$ cat config.mk
export PLATFORM = sky130hd
export DESIGN_NAME = ipc_mailbox_bridge
export DESIGN_NICKNAME = d
export VERILOG_FILES = /design/src/rtl/ipc_pkg.sv /design/src/rtl/ipc_word_fifo.sv /design/src/rtl/ipc_side_bank.sv /design/src/rtl/ipc_mailbox_bridge.sv
export SDC_FILE = /design/constraint.sdc
export NUM_CORES = 1
export LEC_CHECK = 0
export BUFFER_PORTS_ARGS = -buffer_cell sky130_fd_sc_hd__clkbuf_2
export CORE_MARGIN = 2
export CORE_UTILIZATION = 45
export CTS_BUF_LIST = sky130_fd_sc_hd__clkbuf_4 sky130_fd_sc_hd__clkbuf_8
export CTS_CLUSTER_DIAMETER = 150
export DETAILED_ROUTE_END_ITERATION = 10
export GPL_TIMING_DRIVEN = 0
export HOLD_SLACK_MARGIN = 0.03
export PLACE_DENSITY = 0.65
export SYNTH_ARGS = -nofsm -noshare
export SYNTH_HDL_FRONTEND = slang
export SYNTH_SLANG_ARGS = --single-unit
$ cat constraint.sdc
create_clock -name clk -period 6.4 [get_ports clk]
set_input_delay 0.96 -clock clk [delete_from_list [all_inputs] [get_ports clk]]
set_output_delay 0.96 -clock clk [all_outputs]
set_load 0.1 [all_outputs]
$ cat src/rtl/ipc_pkg.sv
package ipc_pkg;
   localparam logic [1:0] REG_SYNC = 2'd0;
   localparam logic [1:0] REG_CTRL = 2'd1;
   localparam logic [1:0] REG_PUSH = 2'd2;
   localparam logic [1:0] REG_POP  = 2'd3;

   localparam int unsigned SY_TRIG_B = 29;
   localparam int unsigned SY_TRIG_A = 30;
   localparam int unsigned SY_ARM    = 31;

   localparam int unsigned CT_TX_EMPTY = 0;
   localparam int unsigned CT_TX_FULL  = 1;
   localparam int unsigned CT_TX_IEN   = 2;
   localparam int unsigned CT_FLUSH    = 3;
   localparam int unsigned CT_RX_EMPTY = 8;
   localparam int unsigned CT_RX_FULL  = 9;
   localparam int unsigned CT_RX_IEN   = 10;
   localparam int unsigned CT_ERR      = 14;
   localparam int unsigned CT_EN       = 15;
endpackage

$ cat src/rtl/ipc_word_fifo.sv
module ipc_word_fifo #(
   parameter int unsigned WIDTH = 32,
   parameter int unsigned DEPTH = 16
) (
   input  logic             clk,
   input  logic             rst_n,
   input  logic             push,
   input  logic [WIDTH-1:0] push_data,
   input  logic             pop,
   input  logic             flush,
   output logic [WIDTH-1:0] head,
   output logic             empty,
   output logic             full
);
   localparam int unsigned AW = $clog2(DEPTH);

   logic [WIDTH-1:0] mem [DEPTH];
   logic [AW:0]      wp, rp;

   assign empty = (wp == rp);
   assign full  = (wp[AW] != rp[AW]) && (wp[AW-1:0] == rp[AW-1:0]);
   assign head  = mem[rp[AW-1:0]];

   always_ff @(posedge clk) begin
      if (push && !full && !flush) mem[wp[AW-1:0]] <= push_data;
   end

   always_ff @(posedge clk) begin
      if (!rst_n || flush) begin
         wp <= '0;
         rp <= '0;
      end else begin
         if (push && !full) wp <= wp + 1'b1;
         if (pop && !empty) rp <= rp + 1'b1;
      end
   end
endmodule

$ cat src/rtl/ipc_side_bank.sv
module ipc_side_bank
   import ipc_pkg::*;
#(
   parameter int unsigned DATA_W = 32
) (
   input  logic              clk,
   input  logic              rst_n,
   input  logic              acc_sel,
   input  logic              acc_wr,
   input  logic [1:0]        acc_addr,
   input  logic [3:0]        acc_be,
   input  logic [DATA_W-1:0] acc_wdata,
   output logic [DATA_W-1:0] acc_rdata,
   input  logic              tx_empty,
   input  logic              tx_full,
   input  logic              rx_empty,
   input  logic              rx_full,
   input  logic [DATA_W-1:0] rx_head,
   input  logic [7:0]        peer_byte,
   output logic [7:0]        own_byte,
   output logic              arm,
   output logic              trig_a,
   output logic              trig_b,
   output logic              tx_push,
   output logic              tx_flush,
   output logic              rx_pop,
   output logic              irq_send,
   output logic              irq_recv
);
   logic wr_hit, rd_hit, sync_wr, ctrl_wr, push_wr, pop_rd;
   logic tx_ien, rx_ien, fifo_en, err, err_set, err_clr;
   logic [DATA_W-1:0] last_word;

   assign wr_hit  = acc_sel && acc_wr;
   assign rd_hit  = acc_sel && !acc_wr;
   assign sync_wr = wr_hit && (acc_addr == REG_SYNC);
   assign ctrl_wr = wr_hit && (acc_addr == REG_CTRL);
   assign push_wr = wr_hit && (acc_addr == REG_PUSH);
   assign pop_rd  = rd_hit && (acc_addr == REG_POP);

   assign tx_push  = push_wr && fifo_en && !tx_full;
   assign rx_pop   = pop_rd && fifo_en && !rx_empty;
   assign tx_flush = ctrl_wr && acc_be[0] && acc_wdata[CT_FLUSH];
   assign trig_b   = sync_wr && acc_be[3] && acc_wdata[SY_TRIG_B];
   assign trig_a   = sync_wr && acc_be[3] && acc_wdata[SY_TRIG_A];
   assign err_set  = fifo_en && ((push_wr && tx_full) || (pop_rd && rx_empty));
   assign err_clr  = ctrl_wr && acc_be[1] && acc_wdata[CT_ERR];

   always_ff @(posedge clk) begin
      if (!rst_n) begin
         own_byte <= '0;
         arm      <= 1'b0;
         tx_ien   <= 1'b0;
         rx_ien   <= 1'b0;
         fifo_en  <= 1'b0;
      end else begin
         if (sync_wr && acc_be[1]) own_byte <= acc_wdata[15:8];
         if (sync_wr && acc_be[3]) arm      <= acc_wdata[SY_ARM];
         if (ctrl_wr && acc_be[0]) tx_ien   <= acc_wdata[CT_TX_IEN];
         if (ctrl_wr && acc_be[1]) begin
            rx_ien  <= acc_wdata[CT_RX_IEN];
            fifo_en <= acc_wdata[CT_EN];
         end
      end
   end

   always_ff @(posedge clk) begin
      if (!rst_n)       err <= 1'b0;
      else if (err_set) err <= 1'b1;
      else if (err_clr) err <= 1'b0;
   end

   always_ff @(posedge clk) begin
      if (!rst_n)      last_word <= '0;
      else if (rx_pop) last_word <= rx_head;
   end

   always_comb begin
      acc_rdata = '0;
      unique case (acc_addr)
         REG_SYNC: begin
            acc_rdata[7:0]    = peer_byte;
            acc_rdata[15:8]   = own_byte;
            acc_rdata[SY_ARM] = arm;
         end
         REG_CTRL: begin
            acc_rdata[CT_TX_EMPTY] = tx_empty;
            acc_rdata[CT_TX_FULL]  = tx_full;
            acc_rdata[CT_TX_IEN]   = tx_ien;
            acc_rdata[CT_RX_EMPTY] = rx_empty;
            acc_rdata[CT_RX_FULL]  = rx_full;
            acc_rdata[CT_RX_IEN]   = rx_ien;
            acc_rdata[CT_ERR]      = err;
            acc_rdata[CT_EN]       = fifo_en;
         end
         REG_PUSH: acc_rdata = '0;
         default:  acc_rdata = rx_empty ? last_word : rx_head;
      endcase
   end

   assign irq_send = tx_ien && tx_empty;
   assign irq_recv = rx_ien && !rx_empty;
endmodule

$ cat src/rtl/ipc_mailbox_bridge.sv
module ipc_mailbox_bridge #(
   parameter int unsigned DATA_W = 32,
   parameter int unsigned DEPTH  = 16
) (
   input  logic              clk,
   input  logic              rst_n,
   input  logic              a_sel,
   input  logic              a_wr,
   input  logic [1:0]        a_addr,
   input  logic [3:0]        a_be,
   input  logic [DATA_W-1:0] a_wdata,
   output logic [DATA_W-1:0] a_rdata,
   output logic              a_irq_sync,
   output logic              a_irq_send,
   output logic              a_irq_recv,
   input  logic              b_sel,
   input  logic              b_wr,
   input  logic [1:0]        b_addr,
   input  logic [3:0]        b_be,
   input  logic [DATA_W-1:0] b_wdata,
   output logic [DATA_W-1:0] b_rdata,
   output logic              b_irq_sync,
   output logic              b_irq_send,
   output logic              b_irq_recv
);
   localparam int unsigned SIDES = 2;

   if (DATA_W != 32) begin : g_bad_width
      $error("ipc_mailbox_bridge: DATA_W must be 32");
   end
   if (DEPTH < 2 || (DEPTH & (DEPTH - 1)) != 0) begin : g_bad_depth
      $error("ipc_mailbox_bridge: DEPTH must be a power of two >= 2");
   end

   logic [SIDES-1:0]             sel_v, wr_v;
   logic [SIDES-1:0][1:0]        addr_v;
   logic [SIDES-1:0][3:0]        be_v;
   logic [SIDES-1:0][DATA_W-1:0] wdata_v, rdata_v, head_v;
   logic [SIDES-1:0][7:0]        byte_v;
   logic [SIDES-1:0]             fifo_empty, fifo_full;
   logic [SIDES-1:0]             push_v, flush_v, pop_v, arm_v;
   logic [SIDES-1:0]             trig_a_v, trig_b_v;
   logic [SIDES-1:0]             irq_send_v, irq_recv_v, sync_q;
   logic [SIDES-1:0]             hit_v;

   assign sel_v   = {b_sel, a_sel};
   assign wr_v    = {b_wr, a_wr};
   assign addr_v  = {b_addr, a_addr};
   assign be_v    = {b_be, a_be};
   assign wdata_v = {b_wdata, a_wdata};
   assign hit_v   = {|trig_b_v, |trig_a_v};

   for (genvar s = 0; s < SIDES; s++) begin : g_side
      localparam int unsigned PEER = SIDES - 1 - s;

      ipc_word_fifo #(.WIDTH(DATA_W), .DEPTH(DEPTH)) i_fifo (
         .clk       (clk),
         .rst_n     (rst_n),
         .push      (push_v[s]),
         .push_data (wdata_v[s]),
         .pop       (pop_v[PEER]),
         .flush     (flush_v[s]),
         .head      (head_v[s]),
         .empty     (fifo_empty[s]),
         .full      (fifo_full[s])
      );

      ipc_side_bank #(.DATA_W(DATA_W)) i_bank (
         .clk       (clk),
         .rst_n     (rst_n),
         .acc_sel   (sel_v[s]),
         .acc_wr    (wr_v[s]),
         .acc_addr  (addr_v[s]),
         .acc_be    (be_v[s]),
         .acc_wdata (wdata_v[s]),
         .acc_rdata (rdata_v[s]),
         .tx_empty  (fifo_empty[s]),
         .tx_full   (fifo_full[s]),
         .rx_empty  (fifo_empty[PEER]),
         .rx_full   (fifo_full[PEER]),
         .rx_head   (head_v[PEER]),
         .peer_byte (byte_v[PEER]),
         .own_byte  (byte_v[s]),
         .arm       (arm_v[s]),
         .trig_a    (trig_a_v[s]),
         .trig_b    (trig_b_v[s]),
         .tx_push   (push_v[s]),
         .tx_flush  (flush_v[s]),
         .rx_pop    (pop_v[s]),
         .irq_send  (irq_send_v[s]),
         .irq_recv  (irq_recv_v[s])
      );

      always_ff @(posedge clk) begin
         if (!rst_n) sync_q[s] <= 1'b0;
         else        sync_q[s] <= hit_v[s] && arm_v[s];
      end
   end

   assign a_rdata    = rdata_v[0];
   assign b_rdata    = rdata_v[1];
   assign a_irq_sync = sync_q[0];
   assign b_irq_sync = sync_q[1];
   assign a_irq_send = irq_send_v[0];
   assign b_irq_send = irq_send_v[1];
   assign a_irq_recv = irq_recv_v[0];
   assign b_irq_recv = irq_recv_v[1];
endmodule

* Yosys cells after proc, flatten, opt, wreduce, memory -nomap -nowiden
Memories as Yosys holds them, arrays and structs flattened. A register that Yosys moved wholly into a read port is not among the register bits.
Cells that the tools add are included.
Widths: inputs -> output; s select.
** Storage, ports and cells
- Bits in registers :: 112
- Memory bits (writable) :: 1024
- Word-level logic and storage cells :: 145
- Memories kept :: 2
- ROM bits :: 0
- Bits in latches :: 0
** Memories
- g_side[0].i_fifo.mem :: words 16, width 32, read ports 1, clocked after Yosys merged registers in 1, write ports 1, RTL line ipc_word_fifo.sv:17 : logic [WIDTH-1:0] mem [DEPTH];
- g_side[1].i_fifo.mem :: words 16, width 32, read ports 1, clocked after Yosys merged registers in 1, write ports 1, RTL line ipc_word_fifo.sv:17
** Cells by class
- $mul :: 0
- Multiplexer cells :: 28
- Reductions and logical operators :: 79
- Divide/modulo/power cells :: 0
- $add $sub $neg :: 4
- Equal/unequal tests :: 12
- Shift-type cells :: 0
- Bitwise operators :: 0
- Magnitude comparators :: 0
** Operator list (count)
- $mux 32 :: 2
- $logic_and 1x1->1 :: 56
- $pmux 3 s3 :: 4
- $mux 15 :: 2
- $add 5x1->5 const B :: 4
- $pmux 5 s2 :: 2
- $mux 4 :: 4
- $pmux 2 s3 :: 2
- $pmux 3 s2 :: 2
- $eq 5x5->1 :: 2
- $logic_not 1->1 :: 9
- $eq 2x2->1 const B :: 4
- $eq 4x4->1 :: 2
- $mux 1 :: 8
- $reduce_or 2->1 :: 4
- $reduce_or 3->1 :: 2
- $eq 2x1->1 const B :: 2
- $logic_not 2->1 :: 2
- $logic_or 1x1->1 :: 4
- $pmux 1 s2 :: 2
- $reduce_bool 2->1 :: 2
- $ne 1x1->1 :: 2

* Longest topological paths before layout
- Depth in word-level cells :: 8
- Gate-level depth with buffers :: 9
- Mapped depth without buffers :: 5

* Hierarchy
A second synthesis with hierarchy kept.
** Second synthesis, totals
- Cell total of the unflattened synthesis :: 2251
- Area total of the unflattened synthesis :: 45519.9 µm²
** By module, submodules not included
- ipc_word_fifo (g_side[0].i_fifo) :: instances 1, sequential area each 15655.0 µm², cells each 813, area an instance 20174.3 µm²
- ipc_word_fifo (g_side[1].i_fifo) :: instances 1, sequential area each 15655.0 µm², cells each 816, area an instance 20140.6 µm²
- ipc_side_bank :: instances 2, sequential area each 900.9 µm², cells each 309, area an instance 2572.5 µm²
- ipc_mailbox_bridge :: instances 1, sequential area each 40.0 µm², cells each 4, area an instance 60.1 µm²

* Worst setup path before layout
Ideal clock, no wire load.
- Kind :: input to register
- Start :: in a_addr[1]
- End :: mem g_side[0].i_fifo.mem[0][0] (enable)
- Data arrival time :: 4.075 ns
- Required time :: 5.939 ns
- Path buffers :: 0
- Stages :: 5
- Slack :: 1.864 ns
- Cells stage by stage :: nand2_1 -> nor3_1 -> a21boi_1 -> nand2_1 -> nor3_1
** Between the ends
- Word-level cells in the longest chain between the ends :: 8
** RTL lines
- start, declared :: RTL line ipc_mailbox_bridge.sv:9 : input logic [1:0] a_addr,
- $eq 2x2->1 or $eq 2x1->1 (tied branches) :: RTL line ipc_side_bank.sv:38, ipc_side_bank.sv:37
- $logic_and 1x1->1, on equally long branches :: RTL line ipc_side_bank.sv:38, ipc_side_bank.sv:37
- $logic_and 1x1->1, on equally long branches (2 in series) :: RTL line ipc_side_bank.sv:41, ipc_side_bank.sv:43
- $logic_and 1x1->1 or $logic_not 1->1 (tied branches) :: RTL line ipc_word_fifo.sv:25 : if (push && !full && !flush) mem[wp[AW-1:0]] <= push_data;
- $logic_and 1x1->1 (*) :: RTL line ipc_word_fifo.sv:25
- $mux 1 (*) :: RTL line ipc_word_fifo.sv:25
- $mux 1 (implied by the code) (*) :: RTL line ipc_word_fifo.sv:25
- end, declared :: RTL line ipc_word_fifo.sv:17
Every way passes the cells marked *; elsewhere a longest branch is shown, timed or not.

==> results.txt <==
Per-cell routed wire length: 28.3 µm
Clk_lat worst skew: 870 ps
CP required: 5440 ps
Largest area contributor in the netlist: edfxtp_1
Max-cap viol count: 0
Clock Pin Slew Worst Setup and Hold Paths: 60 ps
Area Overhead vs Synth: 16.1%
EDFF count, synth: 1024
Lkg Pwr: 16.5 nW
Worst slew pin tran: 1120 ps
Critical R2R Capture: g_side[0].i_fifo.mem[9][12]
Fraction of layout cells with a size suffix above 1: 0.317
Depth of the CTS H-tree: 4
Maximum fanout along the worst path: 10
Crit end category: output port
Arrival time of the worst setup path: 4310 ps
# setup viols final: 0
Final min period: 5270 ps
Initial Util: 0.454
Async SR Flop Fraction: 0
Most common library cells after synthesis: 1024 x edfxtp_1, 256 x mux4_2, 122 x a22oi_1
Vias in the first global route: 23900
Top Ports: 152
Hold path endpoint: g_side[0].i_bank.tx_ien
Nets: 2647
Worst hold path startpoint: a_be[0]
RePlAce Congestion: 0.837
Synth top area cells: edfxtp_1 70%, mux4_2 13%, dfxtp_1 5.5%
Net switching power: 3.03 mW
Die Ht: 317 µm
Initial antenna violation count: 15
Post-route DRC violation count: 0
Clk network pwr share: 0.431
Sequential area share after synthesis: 0.753
Cell Rows: 114
Die W: 317 µm
Status: finished, final reports clean
Port bufs: 148
Layout Utilization: 0.527
Sw Ratio: 0.207
CTS buffer count: 178
Fill cell count: 7468
Pre-Repair DR Iteration Count: 7
Max-slew violations: 0
Startpoint types: register
Post-route ant nets: 0
Die area: 0.100 mm²
Seq pwr share: 0.555
Pwr Density: 287 mW/mm²
CTS tree: yes
Unrepaired setup endpoints after global routing: false
Slew HR: 0.250
Placed cells: 3651
Sink Count: 1144
CTS Hold Buffers Added: 0
First-pass GRT wire length: 162000 µm
Mapped Avg Cell Area: 20.2 µm²
Core ar.: 0.0969 mm²
Final Hold Vio Count: 0
Total track usage: 0.227
Worst Reg-to-Reg Cells: 6
Syn. warnings: 0
Synth Cell Area: 0.0440 mm²
Final wirelength: 113000 µm
Worst VDD drop: 0.258 mV
Crit Path Class: register to output port
Fin Hold WS: 397 ps
Worst reg2reg startpoint: g_side[0].i_bank.fifo_en
Post-DP HPWL: 74800 µm
Tcrit/Tclk final: 0.823
R2R setup slack: 3310 ps
Comb power frac: 0.014
Hold Path Stages: 3
Area share of the largest cell type after synthesis: 0.699
Top-count cell post-synth: edfxtp_1
Post-CTS Resized: 0
F_max: 190 MHz
Total congestion overflow: 0
Internal Pwr Total: 11.6 mW
Initial DRC count: 2900
Tightest Hold Check Type: primary input to register
Setup bufs post-CTS: 0
Post-Synthesis Cells: 2179
Overall power: 14.6 mW
Vias per cell: 5.93
Via count: 23600
Largest net degree at the start of global routing: 25
Clock tree buffer depth: 3
Count of cell types in the netlist: 44
Post-Layout Cell Count: 3988
Ys flop type: edfxtp_1
Clock Skew: 56.8 ps
Seq cells post-synth: 1144
Syn_nets: 2271
Root Buffer: clkbuf_8
## power by group through the flow
stage                     Clock [mW]  Combinational, mW  Sequential, mW
after floorplan                    0             0.0585            8.29
after detailed placement           0              0.205            8.28
after global placement             0              0.192            8.28
after global routing            6.74              0.224            8.12
final                           6.31              0.209            8.13
after CTS                       6.42              0.206            8.13
## worst max path at each step
stage                                 endpoint  cells past startpoint  slack (ps)
CTS                                 a_rdata[8]                      8        1010
detailed placement                  a_rdata[8]                      8        1950
finish                              b_rdata[8]                      8        1130
global placement    g_side[0].i_fifo.mem[0][5]                      6       -1320
floorplan           g_side[0].i_fifo.mem[0][0]                      5        1860
global route                        a_rdata[8]                      8         950
## state kept, by name, summed over array words and instances, names as in the netlist, named ones only
| register | flops |
|---|---|
| g_side.i_fifo.mem | 1024 |
| g_side.i_bank.last_word | 64 |
| g_side.i_bank.own_byte | 16 |
| g_side.i_fifo.rp | 10 |
| g_side.i_fifo.wp | 10 |
| g_side.i_bank.arm | 2 |
| g_side.i_bank.err | 2 |
| g_side.i_bank.fifo_en | 2 |
| g_side.i_bank.rx_ien | 2 |
| g_side.i_bank.tx_ien | 2 |
| a_irq_sync | 1 |
| b_irq_sync | 1 |
## stage by stage
step / setup TNS [ps] / area (µm²) / setup slack [ps]
after floorplan: 0 / 44000 / 1860
after global placement: -172680 / 46400 / -1320
after detailed placement: 0 / 47300 / 1950
after CTS: 0 / 51100 / 1010
after global routing: 0 / 51100 / 951
final: 0 / 51100 / 1130
## routing by layer
metal	up-vias	GRT usage	share of wire
li1	9856	-	-
met1	12300	0.312	0.40
met2	1269	0.350	0.47
met3	220	0.0670	0.11
met4	20	0.0753	0.026
met5	-	0	0.0010
## placed cells by master, fill, tap and decap left out, types with 10 or more instances in the layout
cell type  synthesis  routed
clkbuf_2           0     148
nor2b_1           30      29
buf_6              9      28
mux4_2           256     256
buf_4             16      16
nand2_1          104     104
and3_2             0      13
mux2i_1           53      53
clkinv_2           0      24
buf_12             0      21
dfxtp_1          120     120
clkbuf_4           0      66
xnor2_1           17      17
nor2_1            55      43
nor2_4             0      12
a22oi_1          122     122
clkbuf_1          52      52
nand2b_1          10      10
clkbuf_8           0     202
edfxtp_1        1024    1024
a221o_1           14      14
clkinv_1           0      26
buf_1             16      16
nand3_1           11      11
buf_2             37      37
ha_1              10      10
a22o_1            99      99
o21ai_1           20      20
## critical path, stage by stage, from the launching register on
cell	delay, ps
dfxtp_1	340
clkbuf_1	760
clkbuf_1	650
mux4_2	430
a22oi_1	230
nand2_1	170
nand2_1	110
o211ai_1	270
clkbuf_2	480
## kinds of logic after synthesis
kind of cell    count (synthesis)  share of synthesized area
fa+ha+maj                      10                    0.00284
buf+inv                       139                     0.0158
xor+xnor                       26                    0.00517
simple gates                  257                     0.0275
mux                           309                      0.143
compound gates                294                     0.0525
flops                        1144                      0.753
## final cells by class
class                      instances  area [µm²]  area share
antenna                            6        15.0    0.000294
inverter                           9        33.8    0.000661
multi-input combinational        896       10300       0.202
clock inverter                    63         455     0.00892
tap                             1276        1600      0.0313
buffer                           130         662      0.0130
timing repair buffer             196        1580      0.0310
sequential                      1144       33200       0.649
clock buffer                     268        3280      0.0641
No activity file was read; power rests on OpenSTA's default activity.
